--- config.mk ---
export PLATFORM = sky130hd
export DESIGN_NAME = mcpwm_level_gen
export DESIGN_NICKNAME = d
export VERILOG_FILES = /design/src/rtl/mcpwm_pkg.sv /design/src/rtl/mcpwm_timebase.sv /design/src/rtl/mcpwm_carrier.sv /design/src/rtl/mcpwm_slicer.sv /design/src/rtl/mcpwm_level_gen.sv
export SDC_FILE = /design/constraint.sdc
export NUM_CORES = 1
export LEC_CHECK = 0
export BUFFER_PORTS_ARGS = -buffer_cell sky130_fd_sc_hd__buf_2
export CORE_UTILIZATION = 40
export DETAILED_ROUTE_END_ITERATION = 8
export SKIP_CTS_REPAIR_TIMING = 1
export SLEW_MARGIN = 20
export SYNTH_ARGS = -nofsm -noshare
export SYNTH_HDL_FRONTEND = slang
export SYNTH_HIERARCHICAL = 1
export SYNTH_SLANG_ARGS = --single-unit
--- constraint.sdc ---
create_clock -name clk -period 4.5 [get_ports clk]
set_input_delay 0.225 -clock clk [delete_from_list [all_inputs] [get_ports clk]]
set_output_delay 0.225 -clock clk [all_outputs]
set_load 0.05 [all_outputs]
--- src/rtl/mcpwm_pkg.sv ---
// Shared types for the multicarrier level generator.
// Assumes: carriers are indexed from the lowest band (0) upward.
package mcpwm_pkg;

    typedef enum logic [1:0] {
        DISP_INPHASE = 2'd0,
        DISP_SPLIT   = 2'd1,
        DISP_ALT     = 2'd2,
        DISP_LADDER  = 2'd3
    } disp_mode_e;

    // Whether carrier idx begins its frame at the top of its band, falling.
    function automatic logic start_high(disp_mode_e m, int idx, int half);
        case (m)
            DISP_SPLIT: return (idx < half);
            DISP_ALT:   return ((idx % 2) == 1);
            default:    return 1'b0;
        endcase
    endfunction

endpackage

--- src/rtl/mcpwm_timebase.sv ---
// Carrier time base: prescaler tick, frame counter and the active mode.
// The active mode is replaced from mode_i only at a frame end (or in reset).
// Assumes: per_i may change at any time; the tick adapts on the next compare.
module mcpwm_timebase
    import mcpwm_pkg::*;
#(
    parameter int NCAR   = 12,
    parameter int BAND_W = 4,
    parameter int PER_W  = 16
) (
    input  logic                      clk,
    input  logic                      rst_n,
    input  disp_mode_e                mode_i,
    input  logic [PER_W-1:0]          per_i,
    output logic                      tick_o,
    output logic                      bnd_o,
    output logic [BAND_W+NCAR-1:0]    frame_o,
    output disp_mode_e                mode_o
);
    localparam int FRAME_W    = BAND_W + NCAR;
    localparam int SHORT_LAST = 2 * (1 << BAND_W) - 1;

    logic [PER_W-1:0]   pc;
    logic [FRAME_W-1:0] last;

    assign tick_o = (pc >= per_i);
    assign last   = (mode_o == DISP_LADDER) ? '1 : FRAME_W'(SHORT_LAST);
    assign bnd_o  = tick_o && (frame_o == last);

    // Prescaler: count clocks between carrier ticks.
    always_ff @(posedge clk) begin
        if (!rst_n)      pc <= '0;
        else if (tick_o) pc <= '0;
        else             pc <= pc + 1'b1;
    end

    // Frame position and mode latch at frame boundaries.
    always_ff @(posedge clk) begin
        if (!rst_n) begin
            frame_o <= '0;
            mode_o  <= mode_i;
        end else if (bnd_o) begin
            frame_o <= '0;
            mode_o  <= mode_i;
        end else if (tick_o) begin
            frame_o <= frame_o + 1'b1;
        end
    end

endmodule

--- src/rtl/mcpwm_carrier.sv ---
// One triangular carrier inside its band: an up/down counter over 0..2^BAND_W-1
// that holds each extreme for one extra step (period 2*2^BAND_W steps).
// Assumes: load_i has priority over step_i.
module mcpwm_carrier #(
    parameter int BAND_W = 4
) (
    input  logic              clk,
    input  logic              rst_n,
    input  logic              load_i,
    input  logic              start_hi_i,
    input  logic              step_i,
    output logic [BAND_W-1:0] val_o
);
    localparam logic [BAND_W-1:0] TOP = '1;

    logic down;

    // Counter: reload to the start extreme, else walk the triangle.
    always_ff @(posedge clk) begin
        if (!rst_n || load_i) begin
            val_o <= start_hi_i ? TOP : '0;
            down  <= start_hi_i;
        end else if (step_i) begin
            if (down) begin
                if (val_o == '0) down  <= 1'b0;
                else             val_o <= val_o - 1'b1;
            end else begin
                if (val_o == TOP) down  <= 1'b1;
                else              val_o <= val_o + 1'b1;
            end
        end
    end

endmodule

--- src/rtl/mcpwm_slicer.sv ---
// Reference capture, band comparators and level count.
// Carrier k lives at (k-HALF)*BAND + car_i[k]; bit k is set when ref > carrier.
// Assumes: REF_W is wide enough to hold +/- HALF*BAND.
module mcpwm_slicer #(
    parameter int NCAR   = 12,
    parameter int BAND_W = 4,
    parameter int REF_W  = 12,
    parameter int LVL_W  = 4
) (
    input  logic                    clk,
    input  logic                    rst_n,
    input  logic signed [REF_W-1:0] ref_i,
    input  logic                    ref_vld_i,
    input  logic [BAND_W-1:0]       car_i [NCAR],
    output logic signed [REF_W-1:0] ref_q_o,
    output logic signed [LVL_W-1:0] lvl_o,
    output logic [NCAR-1:0]         cmp_o
);
    localparam int HALF  = NCAR / 2;
    localparam int BAND  = 1 << BAND_W;
    localparam int CW    = REF_W + 2;
    localparam int CNT_W = $clog2(NCAR + 1);
    localparam logic [NCAR-1:0] LOW_MASK = {{(NCAR-HALF){1'b0}}, {HALF{1'b1}}};

    logic [NCAR-1:0]      cmp_now;
    logic signed [CW-1:0] ref_ext;
    logic [CNT_W-1:0]     cnt_now;

    assign ref_ext = CW'(ref_q_o);

    // Reference register: take a new sample only on the strobe.
    always_ff @(posedge clk) begin
        if (!rst_n)         ref_q_o <= '0;
        else if (ref_vld_i) ref_q_o <= ref_i;
    end

    for (genvar k = 0; k < NCAR; k++) begin : g_cmp
        localparam int BASE = (k - HALF) * BAND;
        logic signed [CW-1:0] car_abs;
        assign car_abs    = CW'(BASE) + CW'(car_i[k]);
        assign cmp_now[k] = (ref_ext > car_abs);
    end

    // Count of set comparator bits.
    always_comb begin
        cnt_now = '0;
        for (int i = 0; i < NCAR; i++) cnt_now = cnt_now + CNT_W'(cmp_now[i]);
    end

    // Output register: comparator vector and signed level.
    always_ff @(posedge clk) begin
        if (!rst_n) begin
            cmp_o <= LOW_MASK;
            lvl_o <= '0;
        end else begin
            cmp_o <= cmp_now;
            lvl_o <= LVL_W'(cnt_now) - LVL_W'(HALF);
        end
    end

endmodule

--- src/rtl/mcpwm_level_gen.sv ---
// Multicarrier level generator for an odd LEVELS-level stage.
// Builds LEVELS-1 stacked carriers whose phase/frequency pattern follows the
// active mode, compares them against the sampled reference, outputs the level.
// Assumes: mode_i codes per mcpwm_pkg::disp_mode_e; reference on carrier scale.
module mcpwm_level_gen
    import mcpwm_pkg::*;
#(
    parameter int LEVELS = 13,
    parameter int BAND_W = 4,
    parameter int REF_W  = 12,
    parameter int PER_W  = 16,
    parameter int LVL_W  = $clog2((LEVELS - 1) / 2 + 1) + 1
) (
    input  logic                    clk,
    input  logic                    rst_n,
    input  logic [1:0]              mode_i,
    input  logic signed [REF_W-1:0] ref_i,
    input  logic                    ref_vld_i,
    input  logic [PER_W-1:0]        per_i,
    output logic signed [LVL_W-1:0] lvl_o,
    output logic [LEVELS-2:0]       cmp_o
);
    localparam int NCAR    = LEVELS - 1;
    localparam int HALF    = NCAR / 2;
    localparam int FRAME_W = BAND_W + NCAR;

    disp_mode_e               mode_in;
    disp_mode_e               mode_r;
    logic [1:0]               mode_r_bits;
    logic                     tick;
    logic                     bnd;
    logic [FRAME_W-1:0]       frame;
    logic [BAND_W-1:0]        car_v [NCAR];
    logic [NCAR*BAND_W-1:0]   car_flat;
    logic signed [REF_W-1:0]  ref_q;

    assign mode_in     = disp_mode_e'(mode_i);
    assign mode_r_bits = mode_r;

    mcpwm_timebase #(.NCAR(NCAR), .BAND_W(BAND_W), .PER_W(PER_W)) u_tb (
        .clk     (clk),
        .rst_n   (rst_n),
        .mode_i  (mode_in),
        .per_i   (per_i),
        .tick_o  (tick),
        .bnd_o   (bnd),
        .frame_o (frame),
        .mode_o  (mode_r)
    );

    for (genvar k = 0; k < NCAR; k++) begin : g_car
        localparam logic [FRAME_W-1:0] MASK = FRAME_W'((64'd1 << k) - 64'd1);
        logic step_k;
        logic hi_k;
        assign step_k = tick && ((mode_r != DISP_LADDER) || ((frame & MASK) == MASK));
        assign hi_k   = start_high(mode_in, k, HALF);

        mcpwm_carrier #(.BAND_W(BAND_W)) u_car (
            .clk        (clk),
            .rst_n      (rst_n),
            .load_i     (bnd),
            .start_hi_i (hi_k),
            .step_i     (step_k),
            .val_o      (car_v[k])
        );
        assign car_flat[k*BAND_W +: BAND_W] = car_v[k];
    end

    mcpwm_slicer #(.NCAR(NCAR), .BAND_W(BAND_W), .REF_W(REF_W), .LVL_W(LVL_W)) u_slc (
        .clk       (clk),
        .rst_n     (rst_n),
        .ref_i     (ref_i),
        .ref_vld_i (ref_vld_i),
        .car_i     (car_v),
        .ref_q_o   (ref_q),
        .lvl_o     (lvl_o),
        .cmp_o     (cmp_o)
    );

endmodule

# Yosys cells after proc, flatten, opt, wreduce, memory -nomap -nowiden
# Index checks and enable logic that the tools add are counted.
[classes]
addsub = 49
magnitude_cmp = 13
eq_ne = 52
mux = 117
n_bitwise = 1
n_reduce_logical = 61
[ops]
columns = ["cell", "count"]
rows = [
  ["$mux 4", 57],
  ["$mux 1", 57],
  ["$eq 4x4->1 const B", 13],
  ["$add 4x1->4 const B", 12],
  ["$gt 12x8->1", 4],
  ["$gt 12x9->1", 4],
  ["$logic_not 4->1", 12],
  ["$sub 4x1->4 const B", 12],
  ["$add 4x1->4", 10],
  ["$reduce_and 3->1", 12],
  ["$add 16x1->16 const B", 2],
  ["$ne 3x3->1 const B", 9],
  ["$gt 12x7->1", 2],
  ["$ne 3x2->1 const B", 8],
  ["$add 8x5->9 const A", 2],
  ["$reduce_bool 2->1", 9],
  ["$add 7x4->8 const A", 2],
  ["$add 7x5->8 const A", 2],
  ["$eq 16x16->1", 1],
  ["$ge 16x16->1", 1],
  ["$mux 16", 1],
  ["$add 6x4->7 const A", 2],
  ["$gt 12x5->1", 1],
  ["$gt 12x6->1", 1],
  ["24 further kinds", 57],
]
[totals]
regBits = 122
inputBits = 33
out_inout_bits = 16
wordCells = 323

# Longest topological paths before layout
[depth]
depth_word = 14
depth_mapped = 17
mapped_depth_nobuf = 17

# Modules after synthesis
# Netlist, hierarchy kept.
[modules_own_cells]
columns = ["module", "instances", "cells_per_inst", "area_each_um2"]
rows = [
  ["mcpwm_carrier", 12, 33, 340.3],
  ["mcpwm_slicer", 1, 283, 2531.2],
  ["mcpwm_timebase", 1, 222, 1983.2],
  ["mcpwm_level_gen", 1, 32, 202.7],
]

# Worst setup path before layout
# No wires, ideal clock.
[synth_timing]
kind = "register -> register"
startpoint = "register u_slc.ref_q_o[1]"
endpoint = "register u_slc.lvl_o[2]"
setup_ns = 0.115
t_arrival_ns = 4.082
required_ns = 4.385
path_slack_ns = 0.303
path_stages_with_launch = 15
path_buffers = 0
path_cell_list = "dfxtp_1 -> ha_1 -> nor2b_1 -> o21ai_0 -> a21oi_1 -> o21ai_0 -> fa_1 -> fa_1 -> fa_1 -> fa_1 -> inv_1 -> ha_1 -> fa_1 -> xor2_1 -> and2_1"
[synth_via]
elab_chain_cells = 13
[synth_rtl]
columns = ["item", "line_no", "source"]
rows = [
  ["from (decl)", "mcpwm_slicer.sv:15", "output logic signed [REF_W-1:0] ref_q_o,"],
  ["from (signal assigned)", "mcpwm_slicer.sv:34", "else if (ref_vld_i) ref_q_o <= ref_i;"],
  ["$gt 12x9->1", "mcpwm_slicer.sv:41", "assign cmp_now[k] = (ref_ext > car_abs);"],
  ["$add 1x1->2", "mcpwm_slicer.sv:47", "for (int i = 0; i < NCAR; i++) cnt_now = cnt_now + CNT_W'(cmp_now[i]);"],
  ["$add 4x1->4 (9 in series)", "mcpwm_slicer.sv:47", ""],
  ["$add 4x1->4 *", "mcpwm_slicer.sv:47", ""],
  ["$sub 4x3->4 *", "mcpwm_slicer.sv:57", "lvl_o <= LVL_W'(cnt_now) - LVL_W'(HALF);"],
  ["to (signal assigned)", "mcpwm_slicer.sv:57", ""],
  ["to (decl)", "mcpwm_slicer.sv:16", "output logic signed [LVL_W-1:0] lvl_o,"],
]
# Every way passes the cells marked *; elsewhere a longest branch is shown, timed or not.
# A chain may end at the register's enable or synchronous reset.

# Final worst setup path
[layout_timing]
startpoint = "register g_car[2].u_car.val_o[1]"
endpoint = "register u_slc.lvl_o[2]"
[layout_via]
elab_chain_cells = 13
[layout_rtl]
columns = ["item", "line_no", "source"]
rows = [
  ["from (decl)", "mcpwm_carrier.sv:12", "output logic [BAND_W-1:0] val_o"],
  ["from (signal assigned)", "mcpwm_carrier.sv:21", "val_o <= start_hi_i ? TOP : '0;"],
  ["from (signal assigned)", "mcpwm_carrier.sv:26", "else val_o <= val_o - 1'b1;"],
  ["from (signal assigned)", "mcpwm_carrier.sv:29", "else val_o <= val_o + 1'b1;"],
  ["$add 7x5->8", "mcpwm_slicer.sv:40", "assign car_abs = CW'(BASE) + CW'(car_i[k]);"],
  ["$gt 12x8->1", "mcpwm_slicer.sv:41", ""],
  ["$add 4x1->4 (10 in series)", "mcpwm_slicer.sv:47", ""],
  ["$sub 4x3->4", "mcpwm_slicer.sv:57", ""],
]
# Every way passes these cells.

==> impl_metrics.csv <==
group,metric,value,unit
outcome,status,"finished, final reports clean",
detailed_routing,finalWirelength,19600,µm
detailed_routing,drc,0,
critical_path,path_cells,"inv_1, ha_1, nor2b_1, o21ai_0, a21oi_1, o21ai_1, fa_1, fa_1, fa_1, fa_1, inv_1, ha_1, fa_1, xor2_1, and2_1",
layout,diodes,0,
synth,synth_flop_cell,"edfxtp_1",
critical_path,path_common_cell,"fa_1",
global_routing,grt_overflow,0,
synth,synthDistinctLibCells,66,
layout,layout.nets,1156,
synth,yosys_warnings,6,
global_routing,grt_max_degree,38,
critical_path,slowest_stage,"fa_1",
power,powerDensity,372,nW/µm²
layout,final_common_cell,"ha_1",
critical_path,critPathMaxStageDelay,510,ps
sta,skew,10.2,ps
die,core_area,21300,µm²
min_path,min_from,"mode_i[0]",
layout,synthToLayoutAreaGrowth,14.8,%
die,die_w,150,µm
clock_network,cts_buffers,17,
layout,layout.cells.non_filler,1295,
detailed_routing,viasPerCell,5.37,
sta,slew_viol_final,0,
clock_network,path_clk_slew,60,ps
die,die_h,150,µm
critical_path,cp-start-kind,"flop",
clock_network,cts.sinks,122,
critical_path,worstSetupPathType,"reg2reg",
synth,synth_area_per_cell,9.43,µm²
die,ios,49,
power,leakagePower,4.45,nW
clock_network,cts_root_buffer,"clkbuf_16",
layout,nFillCells,2024,
layout,mostFrequentLayoutCells,"97 x ha_1, 95 x inv_1, 62 x edfxtp_1, 61 x nand2_1, 57 x dfxtp_1",
global_routing,first_global_vias,6774,
sta,final.setup.tns,0,ps
sta,tightest_slew,524,ps
die,die-area,22600,µm²
place,port_buffers,48,
synth,ys_seq_elements,122,
detailed_routing,post_drt_wl_per_cell,15.1,µm
global_routing,grt_pass1_wl,32800,µm
place,gp_congestion,0.778,
sta,finalSetupViolations,0,
sta,hold_viol_final,0,
die,start_util,41.3,%
critical_path,worstPathArrival,4590,ps
clock_network,clock_path_buffers,2,
power,max-vdd-ir-drop,0.264,mV
synth,synth-edff-count,62,
critical_path,worstPathMaxFanout,4,
synth,async_flop_share,0,%
synth,syn_area,8800,µm²
synth,yosysSeqAreaShare,34.8,%
global_routing,antenna_found_initial,0,
sta,rsz0062_at_grt,"no",
detailed_routing,postRouteAntennaNets,0,
min_path,hold_path_class,"in2reg",
critical_path,cp-end-kind,"flop",
clock_network,clock_latency,420,ps
sta,slew_headroom,65.0,%
global_routing,grt_util_all_layers,18.4,%
critical_path,worstSetupStartpoint,"g_car[2].u_car/val_o[1]$_DFFE_PP_",
clock_network,h-tree-depth,4,
detailed_routing,vias,6955,
sta,max_clock_freq,234,MHz
detailed_routing,dr.pass1.iters,5,
sta,timing.final.crit_period,4270,ps
place,hpwl,14900,µm
detailed_routing,drtIter0Drc,406,
clock_network,cts_tree,"done",
critical_path,regToRegStartpoint,"g_car[2].u_car/val_o[1]$_DFFE_PP_",
layout,drive_above_1_share,14.2,%
critical_path,rrSetupSlack,230,ps
run,max-cap-violations,0,
synth,syn_inst,933,
critical_path,crit_required,4810,ps
sta,period_share,95.0,%
die,rows,53,
layout,final_util,47.5,%
place,place_inst,1263,
logic make-up after synthesis:
kind of cell	after synthesis	synth area share (%)
and+or+nand+nor	310	19.8
other	1	0.0426
buffers and inverters	120	5.33
DFF	122	34.8
muxes	14	1.59
adders and majority gates	116	18.1
xor gates and xnor gates	43	4.28
AOI/OAI and AO/OA	207	16.1
synthesized netlist by cell type (8+ instances only):
cell type / count / area share, %
a21o_1: 19 / 1.6
a21oi_1: 52 / 3.0
a31o_1: 13 / 1.3
a31oi_1: 29 / 2.1
and3_1: 12 / 0.85
dfxtp_1: 60 / 14
edfxtp_1: 62 / 21
fa_1: 19 / 4.3
ha_1: 97 / 14
inv_1: 95 / 4.1
inv_2: 13 / 0.55
mux2i_1: 14 / 1.6
nand2_1: 61 / 2.6
nand2b_1: 42 / 3.0
nand3_1: 37 / 2.1
nand4_1: 15 / 1.1
nor2_1: 47 / 2.0
nor2b_1: 34 / 2.4
nor4_1: 14 / 1.0
o211ai_1: 8 / 0.68
o21ai_0: 37 / 2.1
or4_4: 13 / 1.7
xnor2_1: 8 / 0.80
xor2_1: 35 / 3.5
registers in the layout, indices dropped and copies added, names as in the netlist:
| register | flops |
|---|---|
| u_slc/cmp_o | 12 |
| u_slc/ref_q_o | 12 |
| u_tb/pc | 16 |
| u_tb/mode_o | 2 |
| u_tb/frame_o | 16 |
| g_car.u_car/down | 12 |
| u_slc/lvl_o | 4 |
| g_car.u_car/val_o | 48 |
per-layer routing:
layer  global-route usage, %  wire, µm  vias to the layer above
li1                        -         -                     3519
met1                    24.6      9540                     3308
met2                    29.9      9130                      106
met3                    3.67       617                       22
met4                    5.76       284                        0
met5                       0         0                        -
metrics by stage:
stage / hold slack, ps / total power, mW / worst slack, ps / cell area, µm²
floorplan: 324 / 2.07 / 303 / 8820
global placement: 440 / 2.27 / 176 / 9450
detailed placement: 448 / 2.29 / 117 / 9450
CTS: 6.07 / 3.79 / 109 / 10100
global route: 9.81 / 3.98 / 13.7 / 10100
finish: 19.4 / 3.76 / 227 / 10100
worst max-delay path, delay by kind of cell (launching register included):
| kind | cells | cell delay (ps) |
|---|---|---|
| adder cells (fa/ha/maj) | 7 | 2790 |
| buffers and inverters | 2 | 100 |
| AO/OA/AOI/OAI | 3 | 450 |
| AND/OR/NAND/NOR | 2 | 280 |
| flip-flops | 1 | 400 |
| XOR/XNOR | 1 | 160 |
layout make-up:
cell class / instances / area, µm² / share of cell area, %
Multi-Input combinational cell: 696 / 5290 / 52.4
Sequential cell: 122 / 3070 / 30.4
Clock buffer: 22 / 528 / 5.23
Inverter: 108 / 405 / 4.01
Timing Repair Buffer: 62 / 345 / 3.42
Tap cell: 275 / 344 / 3.41
Clock inverter: 10 / 123 / 1.21
path summary, 6_finish.rpt:
kind	depth (start not counted)	endpoint
worst min-delay path	1	u_tb/mode_o[0]$_DFFE_PP_
worst max-delay path	15	u_slc/lvl_o[2]$_SDFF_PN0_
worst max register to register	15	u_slc/lvl_o[2]$_SDFF_PN0_
worst min register to register	1	u_tb/pc[0]$_SDFF_PP0_
power breakdown:
| group | total (mW) | internal (mW) | switching, mW |
|---|---|---|---|
| logic | 0.884 | 0.375 | 0.508 |
| clock network | 1.49 | 0.950 | 0.535 |
| registers | 1.39 | 1.29 | 0.102 |
| total | 3.76 | 2.61 | 1.15 |
No activity file was read; power rests on OpenSTA's default activity.
